## config.mk

```make
export PLATFORM = sky130hd
export DESIGN_NAME = branch_unit
export DESIGN_NICKNAME = d
export VERILOG_FILES = /design/src/rtl/branch_pkg.sv /design/src/rtl/branch_decode.sv /design/src/rtl/branch_ctrl.sv /design/src/rtl/branch_datapath.sv /design/src/rtl/branch_unit.sv
export SDC_FILE = /design/constraint.sdc
export NUM_CORES = 1
export LEC_CHECK = 0
export ABC_AREA = 1
export BUFFER_PORTS_ARGS = -buffer_cell sky130_fd_sc_hd__buf_4
export CAP_MARGIN = 20
export CORE_UTILIZATION = 49
export CTS_CLUSTER_DIAMETER = 120
export DETAILED_ROUTE_END_ITERATION = 10
export PLACE_DENSITY = 0.78
export SYNTH_ARGS = -nofsm -noshare
export SYNTH_HDL_FRONTEND = slang
export SYNTH_HIERARCHICAL = 1
export SYNTH_SLANG_ARGS = --single-unit
```

## constraint.sdc

```tcl
create_clock -name clk -period 2 [get_ports clk]
set_clock_uncertainty 0.2 [all_clocks]
set_input_delay 0.2 -clock clk [delete_from_list [all_inputs] [get_ports clk]]
set_output_delay 0.2 -clock clk [all_outputs]
set_load 0.005 [all_outputs]
```

## src/rtl/branch_pkg.sv

```systemverilog
package branch_pkg;
  typedef enum logic [1:0] {CLS_NONE, CLS_COND, CLS_SUB} opClass_t;

  typedef struct packed {
    logic load;
    logic pushLo;
    logic pushHi;
    logic applyRel;
  } dpCtrl_t;

  localparam int FLAG_C = 0;
  localparam int FLAG_Z = 1;
  localparam int FLAG_N = 2;
  localparam int FLAG_I = 3;
  localparam int FLAG_V = 5;
  localparam int FLAG_W = 6;
endpackage

```

## src/rtl/branch_decode.sv

```systemverilog
module branch_decode
  import branch_pkg::*;
(
  input  logic [7:0]        opcode,
  input  logic [FLAG_W-1:0] ccr,
  input  logic              pinLevel,
  output opClass_t          opClass,
  output logic              takeIt
);
  logic fc, fz, fn, fi, fv, signedLt;

  always_comb begin
    fc = ccr[FLAG_C];
    fz = ccr[FLAG_Z];
    fn = ccr[FLAG_N];
    fi = ccr[FLAG_I];
    fv = ccr[FLAG_V];
    signedLt = fn ^ fv;
    opClass = CLS_COND;
    takeIt = 1'b0;
    case (opcode)
      8'h20: takeIt = 1'b1;
      8'h21: takeIt = 1'b0;
      8'h23: takeIt = fc | fz;
      8'h24: takeIt = ~fc;
      8'h25: takeIt = fc;
      8'h26: takeIt = ~fz;
      8'h2A: takeIt = ~fn;
      8'h2B: takeIt = fn;
      8'h2C: takeIt = ~fi;
      8'h2D: takeIt = fi;
      8'h2E: takeIt = ~pinLevel;
      8'h2F: takeIt = pinLevel;
      8'h91: takeIt = signedLt;
      8'h93: takeIt = fz | signedLt;
      8'hAD: begin opClass = CLS_SUB; takeIt = 1'b1; end
      default: opClass = CLS_NONE;
    endcase
  end
endmodule

```

## src/rtl/branch_ctrl.sv

```systemverilog
module branch_ctrl
  import branch_pkg::*;
#(
  parameter int COND_CYCLES = 3,
  parameter int SUB_CYCLES  = 4
) (
  input  logic     clk,
  input  logic     rstN,
  input  logic     start,
  input  opClass_t opClass,
  output dpCtrl_t  ctrl,
  output logic     memWe,
  output logic     busy,
  output logic     done
);
  localparam int CNT_W = $clog2(SUB_CYCLES + 1);

  typedef enum logic [1:0] {ST_IDLE, ST_RUN, ST_FIN} state_t;
  state_t          state;
  logic [CNT_W-1:0] remain;
  logic            isSub;

  always_comb begin
    busy = (state == ST_RUN);
    done = (state == ST_FIN);
    ctrl.load     = start && !busy;
    ctrl.pushLo   = busy && isSub && (remain == CNT_W'(SUB_CYCLES - 1));
    ctrl.pushHi   = busy && isSub && (remain == CNT_W'(SUB_CYCLES - 2));
    ctrl.applyRel = busy && (remain == CNT_W'(1));
    memWe = ctrl.pushLo | ctrl.pushHi;
  end

  always_ff @(posedge clk) begin
    if (!rstN) begin
      state  <= ST_IDLE;
      remain <= '0;
      isSub  <= 1'b0;
    end else if (ctrl.load) begin
      isSub <= (opClass == CLS_SUB);
      case (opClass)
        CLS_SUB:  begin state <= ST_RUN; remain <= CNT_W'(SUB_CYCLES - 1);  end
        CLS_COND: begin state <= ST_RUN; remain <= CNT_W'(COND_CYCLES - 1); end
        default:  begin state <= ST_FIN; remain <= '0; end
      endcase
    end else if (busy) begin
      remain <= remain - 1'b1;
      if (remain == CNT_W'(1)) state <= ST_FIN;
    end else if (state == ST_FIN) begin
      state <= ST_IDLE;
    end
  end
endmodule

```

## src/rtl/branch_datapath.sv

```systemverilog
module branch_datapath
  import branch_pkg::*;
#(
  parameter int DATA_W      = 8,
  parameter int COND_CYCLES = 3,
  parameter int SUB_CYCLES  = 4
) (
  input  logic                  clk,
  input  logic                  rstN,
  input  dpCtrl_t               ctrl,
  input  opClass_t              opClass,
  input  logic                  takeIt,
  input  logic [2*DATA_W-1:0]   pcIn,
  input  logic [2*DATA_W-1:0]   spIn,
  input  logic [DATA_W-1:0]     rel,
  input  logic                  irqPin,
  output logic                  pinLevel,
  output logic [2*DATA_W-1:0]   pcOut,
  output logic [2*DATA_W-1:0]   spOut,
  output logic                  taken,
  output logic                  unsupported,
  output logic [2:0]            cycles,
  output logic [2*DATA_W-1:0]   memAddr,
  output logic [DATA_W-1:0]     memData
);
  localparam int ADDR_W = 2 * DATA_W;
  localparam int SYNC_STAGES = 2;

  logic [SYNC_STAGES-1:0] pinSync;
  logic [DATA_W-1:0]      relReg;
  logic [ADDR_W-1:0]      relExt;

  assign pinLevel = pinSync[SYNC_STAGES-1];
  assign relExt   = {{(ADDR_W-DATA_W){relReg[DATA_W-1]}}, relReg};
  assign memAddr  = spOut;
  assign memData  = ctrl.pushHi ? pcOut[ADDR_W-1:DATA_W] : pcOut[DATA_W-1:0];

  always_ff @(posedge clk) begin
    if (!rstN) pinSync <= '0;
    else       pinSync <= {pinSync[SYNC_STAGES-2:0], irqPin};
  end

  always_ff @(posedge clk) begin
    if (!rstN) begin
      pcOut       <= '0;
      spOut       <= '0;
      relReg      <= '0;
      taken       <= 1'b0;
      unsupported <= 1'b0;
      cycles      <= '0;
    end else if (ctrl.load) begin
      spOut       <= spIn;
      relReg      <= rel;
      unsupported <= (opClass == CLS_NONE);
      taken       <= takeIt && (opClass != CLS_NONE);
      pcOut       <= (opClass == CLS_NONE) ? pcIn : pcIn + ADDR_W'(2);
      case (opClass)
        CLS_SUB:  cycles <= 3'(SUB_CYCLES);
        CLS_COND: cycles <= 3'(COND_CYCLES);
        default:  cycles <= '0;
      endcase
    end else begin
      if (ctrl.pushLo || ctrl.pushHi) spOut <= spOut - 1'b1;
      if (ctrl.applyRel && taken)     pcOut <= pcOut + relExt;
    end
  end
endmodule

```

## src/rtl/branch_unit.sv

```systemverilog
module branch_unit
  import branch_pkg::*;
(
  input  logic        clk,
  input  logic        rstN,
  input  logic        start,
  input  logic [7:0]  opcode,
  input  logic [7:0]  rel,
  input  logic [15:0] pcIn,
  input  logic [15:0] spIn,
  input  logic [5:0]  ccr,
  input  logic        irqPin,
  output logic        busy,
  output logic        done,
  output logic        taken,
  output logic        unsupported,
  output logic [2:0]  cycles,
  output logic [15:0] pcOut,
  output logic [15:0] spOut,
  output logic        memWe,
  output logic [15:0] memAddr,
  output logic [7:0]  memData
);
  opClass_t opClass;
  logic     takeIt;
  logic     pinLevel;
  dpCtrl_t  ctrl;

  branch_decode u_decode (
    .opcode(opcode), .ccr(ccr), .pinLevel(pinLevel),
    .opClass(opClass), .takeIt(takeIt)
  );

  branch_ctrl u_ctrl (
    .clk(clk), .rstN(rstN), .start(start), .opClass(opClass),
    .ctrl(ctrl), .memWe(memWe), .busy(busy), .done(done)
  );

  branch_datapath u_dp (
    .clk(clk), .rstN(rstN), .ctrl(ctrl), .opClass(opClass), .takeIt(takeIt),
    .pcIn(pcIn), .spIn(spIn), .rel(rel), .irqPin(irqPin),
    .pinLevel(pinLevel), .pcOut(pcOut), .spOut(spOut), .taken(taken),
    .unsupported(unsupported), .cycles(cycles),
    .memAddr(memAddr), .memData(memData)
  );
endmodule

```

== Word level (Yosys, flattened, before mapping) ==
Index checks and enable logic that the tools add are counted.
Operators by class
  reductions and logical operators: 19
  bitwise logic cells: 9
  mux-type cells: 17
  equal/unequal tests: 23
  $add $sub $neg: 4
Operator list (count)
  equality test 8 x 6 -> 1 bit (second input constant): 12
  2-to-1 mux 16 bit: 5
  equality test 8 bit (second input constant): 3
  adder 16 bit: 1
  adder 16 x 2 -> 16 bit (second input constant): 1
  subtractor 16 x 1 -> 16 bit (second input constant): 1
  OR reduction 14 bit: 1
  one-hot mux 1 bit (13 select lines): 1
  2-to-1 mux 2 bit: 5
  2-to-1 mux 8 bit: 1
  one-hot mux 2 bit (2 select lines): 2
  nonzero test 2 bit: 4
  logical AND 1 bit: 7
  equality test 3 x 2 -> 1 bit (second input constant): 2
  2-to-1 mux 3 bit: 2
  one-hot mux 3 bit (2 select lines): 1
  NOT 1 bit: 5
  equality test 2 x 1 -> 1 bit (second input constant): 2
  equality test 2 bit (second input constant): 2
  OR reduction 2 bit: 2
  equality test 3 x 1 -> 1 bit (second input constant): 1
  inequality test 3 x 1 -> 1 bit (second input constant): 1
  OR 1 bit: 3
  nonzero test 3 bit: 1
  6 further kinds: 6
Storage, ports and cells
  register bits: 53
  word-level logic and storage cells: 82
  output and inout port bits: 64

== Longest topological paths before layout ==
  word-level depth: 7
  depth in mapped cells: 18
  depth with buffers taken out: 17

== By module ==
Netlist, hierarchy kept.
By module, submodules not included
  branch_datapath: instances 1, cells an instance 602, area an instance 3734.8 um2, sequential area each 920.9 um2
  branch_ctrl: instances 1, cells an instance 72, area an instance 471.7 um2, sequential area each 120.1 um2
  branch_decode: instances 1, cells an instance 92, area an instance 414.1 um2, sequential area each 0.0 um2

== Worst setup path before layout ==
OpenSTA, ideal clock, no wires.
  path kind: in2reg
  start: input port opcode[7]
  end: register u_dp.pcOut[8]
  buffers on the path: 1
  stages: 17
  setup slack: -36 ps
  library setup time: 114 ps
  data arrival time: 1723 ps
  cells stage by stage: inv_1 > nand2_1 > nor2_4 > buf_6 > nand2_1 > nand2_1 > nor2_1 > nand3_1 > inv_2 > nand2_4 > nand3_2 > nor2_4 > or2_2 > nand3_1 > nand2_1 > o21bai_1 > inv_1
Between the ends
  longest elaborated chain between the ends: 6
RTL lines
  start, declared: RTL line branch_unit.sv:7  | input logic [7:0] opcode,
  equality test 8 x 6 -> 1 bit / equality test 8 bit (equally long branches): RTL line branch_decode.sv:21  | case (opcode)
  OR reduction 14 bit (no source line)
  one-hot mux 2 bit (2 select lines) (*): RTL line branch_decode.sv:21
  via opClass[0]: RTL line branch_unit.sv:24  | opClass_t opClass;
  logical NOT 2 bit (*): RTL line branch_datapath.sv:56  | pcOut <= (opClass == CLS_NONE) ? pcIn : pcIn + ADDR_W'(2);
  2-to-1 mux 16 bit (*): RTL line branch_datapath.sv:56
  2-to-1 mux 16 bit (*): RTL line branch_datapath.sv:51  | end else if (ctrl.load) begin
  end signal, assigned: RTL line branch_datapath.sv:56
  end signal, assigned: RTL line branch_datapath.sv:64  | if (ctrl.applyRel && taken) pcOut <= pcOut + relExt;
  end, declared: RTL line branch_datapath.sv:18  | output logic [2*DATA_W-1:0] pcOut,
Mark *: on every way through the listed nets, which the timed path passes. The rest lies on a longest branch.
A chain may end at the register's enable or synchronous reset.

==> reports/metrics.cfg <==
[status]
status = complete, but fails checks
violations = setup timing

[synthesis]
synth-main-ff-cell = dfxtp_1
synthTopCellsByArea = dfxtp_1 (23%), nand2_1 (16%), nor2_1 (8.1%), inv_1 (8.0%), nand3_1 (6.8%)
yosys.area.top_type = dfxtp_1
synth_top_family_by_area = simple AND/OR/NAND/NOR gates
syn_area_per_cell_sq_um = 6.03
synth_fa_ha_area_frac = 0.0720
synth_area_sq_um = 4620
ys_async_sr_fraction = 0
synthSimpleGateAreaFrac = 0.392
yosysTopAreaCellShare = 0.225
synth-xor-area-share = 0.0133
syn_nets = 850
netlist_instances = 766
yosysUniqueCellTypes = 39
yosysSeqAreaShare = 0.225
synth_common_cells = nand2_1 (193), nor2_1 (100), inv_1 (99)
synth_edf_count = 0
ys_warn_count = 6
ys_ff_latch = 52
synth-compound-area-share = 0.141
yosysMostFrequentCell = nand2_1
synthMuxAreaShare = 0.0171

[placement]
post-dp-hpwl_um = 10600
placement.io_buffers = 120
dpl-instance-area_sq_um = 5830
routabilityCongestion = 0.935
pre_cts_ws_ps = -198

[worst_setup_path]
crit_type = register to output pin
cp-end-kind = output pin
crit_end = memData[2]
rrSetupSlack_ps = -40
worstReg2RegEnd = u_dp/pcOut[15]
crit_required_ps = 1600
worstSetupStartpointType = register
crit-reg2reg-launch = u_dp/pcOut[6]
cp_max_fo = 5
crit_arrival_ps = 1780
r2r_cells = 10
worstSetupStartpoint = u_ctrl/remain[1]

[flow_run]
maxCapViolations = 0

[power]
p_leak_nw = 3.38
p_clk_frac = 0.110
powerDensity_nw_per_um2 = 893
irDropWorstVdd_mv = 0.522
pwr-share-comb = 0.620
switching_share = 0.446
internal-power_mw = 3.25
power_frac_seq = 0.270
power_switching_mw = 2.62

[global_routing]
gr-total-overflow = 0
grt_pass1_wl_um = 22400
grt_usage = 0.279
grt_pass1_vias = 4934
grt_max_degree = 37
antenna_found_initial = 0

[final_layout]
num-nets-final = 1016
multi_input_area_sq_um = 3270
fin_area_sq_um = 6580
drive_gt1_frac = 0.328
finish.utilization = 0.716
seqCellArea_sq_um = 1050
syn_to_final_growth_pct = 42.4
n_antenna_cell = 0
fillers = 773

[clock_tree]
cts.htree.levels = 2
path_clk_slew_ps = 100
clock_latency_ps = 320
cts_root_buffer = clkbuf_8
clockBufferDepth = 2
cts_sinks = 52
cts_tree = yes
numCtsBuffers = 5

[routing]
drc_errors = 0
drtIter0Drc = 372
wl_um = 15000
met2_length_um = 7690
ant_nets = 0
drt-pass1-iter-count = 5
via_per_inst = 5.33
wl_per_cell_um = 14.4
num_vias = 5565
wl_met1_um = 6170
route.met3.wl_um = 908
top_layer = met4

[timing]
drv_slew = 0
holdWs_ps = 11.0
tightest_slew_ps = 467
setup_ws_ps = -176
slew-limit-headroom = 0.688
timing.fmax_ghz = 0.460
fin_crit_ps = 2180
min_period_over_period = 1.09
setup_violations = 10
hold_violations = 0
rsz0062_at_grt = true

[die]
row_count = 35
core_sq_um = 9200
io_pins = 122
initial_core_util = 0.502
die_h_um = 99.1
die_w_um = 99.1
die_area_sq_um = 9820

[hold_path]
hold_path.class = input port to register

-- metrics by stage --
step,instances,total power [mW],setup TNS (ps)
final,1044,5.88,-1190
after global routing,1044,6.33,-1940
after CTS,1036,5.48,-1260
after detailed placement,1009,4.69,-1410
after global placement,1009,4.60,-671
after floorplan,766,3.49,0
-- worst min-delay path by stage --
stage / start / to / slack (ps) / cells past startpoint
floorplan: rstN / u_ctrl/remain[1] / 100 / 2
global placement: irqPin / u_dp/pinSync[0] / 180 / 3
detailed placement: irqPin / u_dp/pinSync[0] / 190 / 3
CTS: rstN / u_ctrl/remain[0] / 3 / 3
global route: rstN / u_ctrl/state[0] / 30 / 3
finish: rstN / u_ctrl/remain[0] / 10 / 3
-- cell usage in the layout (no fill, tap or decap), types with 3 or more instances in the layout --
cell	n
o21bai_1	3
ha_4	9
ha_2	3
nor2_2	8
inv_2	12
dfxtp_2	5
buf_6	12
nand3b_1	4
buf_4	164
a21oi_2	13
nand2_4	3
o21ai_1	3
xnor2_1	3
nor3_1	6
xor2_1	4
nand2_2	19
inv_1	94
nand3_2	7
a31oi_1	6
ha_1	13
o21ai_0	48
nor3_2	4
nand3_1	55
dfxtp_1	45
o211ai_1	6
mux2_4	7
nor2_1	93
nand4_1	6
or2_2	6
nor2_4	9
nand2_1	179
clkbuf_8	5
dlygate4sd3_1	17
and2_1	3
nand3_4	4
a21oi_1	34
-- power by group through the flow --
stage | logic (mW) | clock network, mW | registers, mW
global placement | 3.06 | 0 | 1.54
floorplan | 1.96 | 0 | 1.52
global route | 4.00 | 0.711 | 1.62
finish | 3.64 | 0.647 | 1.58
detailed placement | 3.13 | 0 | 1.56
CTS | 3.25 | 0.670 | 1.55
-- logic make-up after synthesis --
| family | Yosys count |
|---|---|
| buffers and inverters | 146 |
| AOI/OAI and AO/OA | 118 |
| adders and majority gates | 26 |
| DFF | 52 |
| xor gates and xnor gates | 7 |
| and+or+nand+nor | 410 |
| muxes | 7 |
-- registers in the layout, summed over array words and instances, names as in the netlist --
register          count
u_dp/cycles           2
u_dp/unsupported      1
u_ctrl/isSub          1
u_dp/pinSync          2
u_dp/pcOut           16
u_dp/relReg           8
u_dp/taken            1
u_ctrl/state          2
u_ctrl/remain         3
u_dp/memAddr         16
-- metal layers --
metal  vias to the layer above  GRT usage
met5                         -          0
met4                         0     0.0713
met3                        30     0.0358
met2                       220      0.522
met1                      2559      0.336
li1                       2756          -
-- critical path: stages, from the launching register on --
cell,delay (ps)
dfxtp_1,400
ha_2,210
inv_2,60
nor2_4,180
buf_6,180
mux2_4,310
buf_6,120
-- what timing repair did --
item | CTS | global route
endpoints found under the hold margin | 17 | 0
gates resized for setup | 28 | 76
hold buffers | 17 | 0
endpoints found under the setup margin | 15 | 34
cloned | 1 | 1
setup buffers | 1 | 7
pin swaps | 2 | 20
-- layout make-up --
cell class	count	share of cell area
Multi-Input combinational cell	568	0.497
Timing Repair Buffer	197	0.246
Sequential cell	52	0.160
Inverter	108	0.0624
Tap cell	111	0.0211
Clock buffer	5	0.0105
Clock inverter	3	0.00323
(Power assumes the default switching activity.)
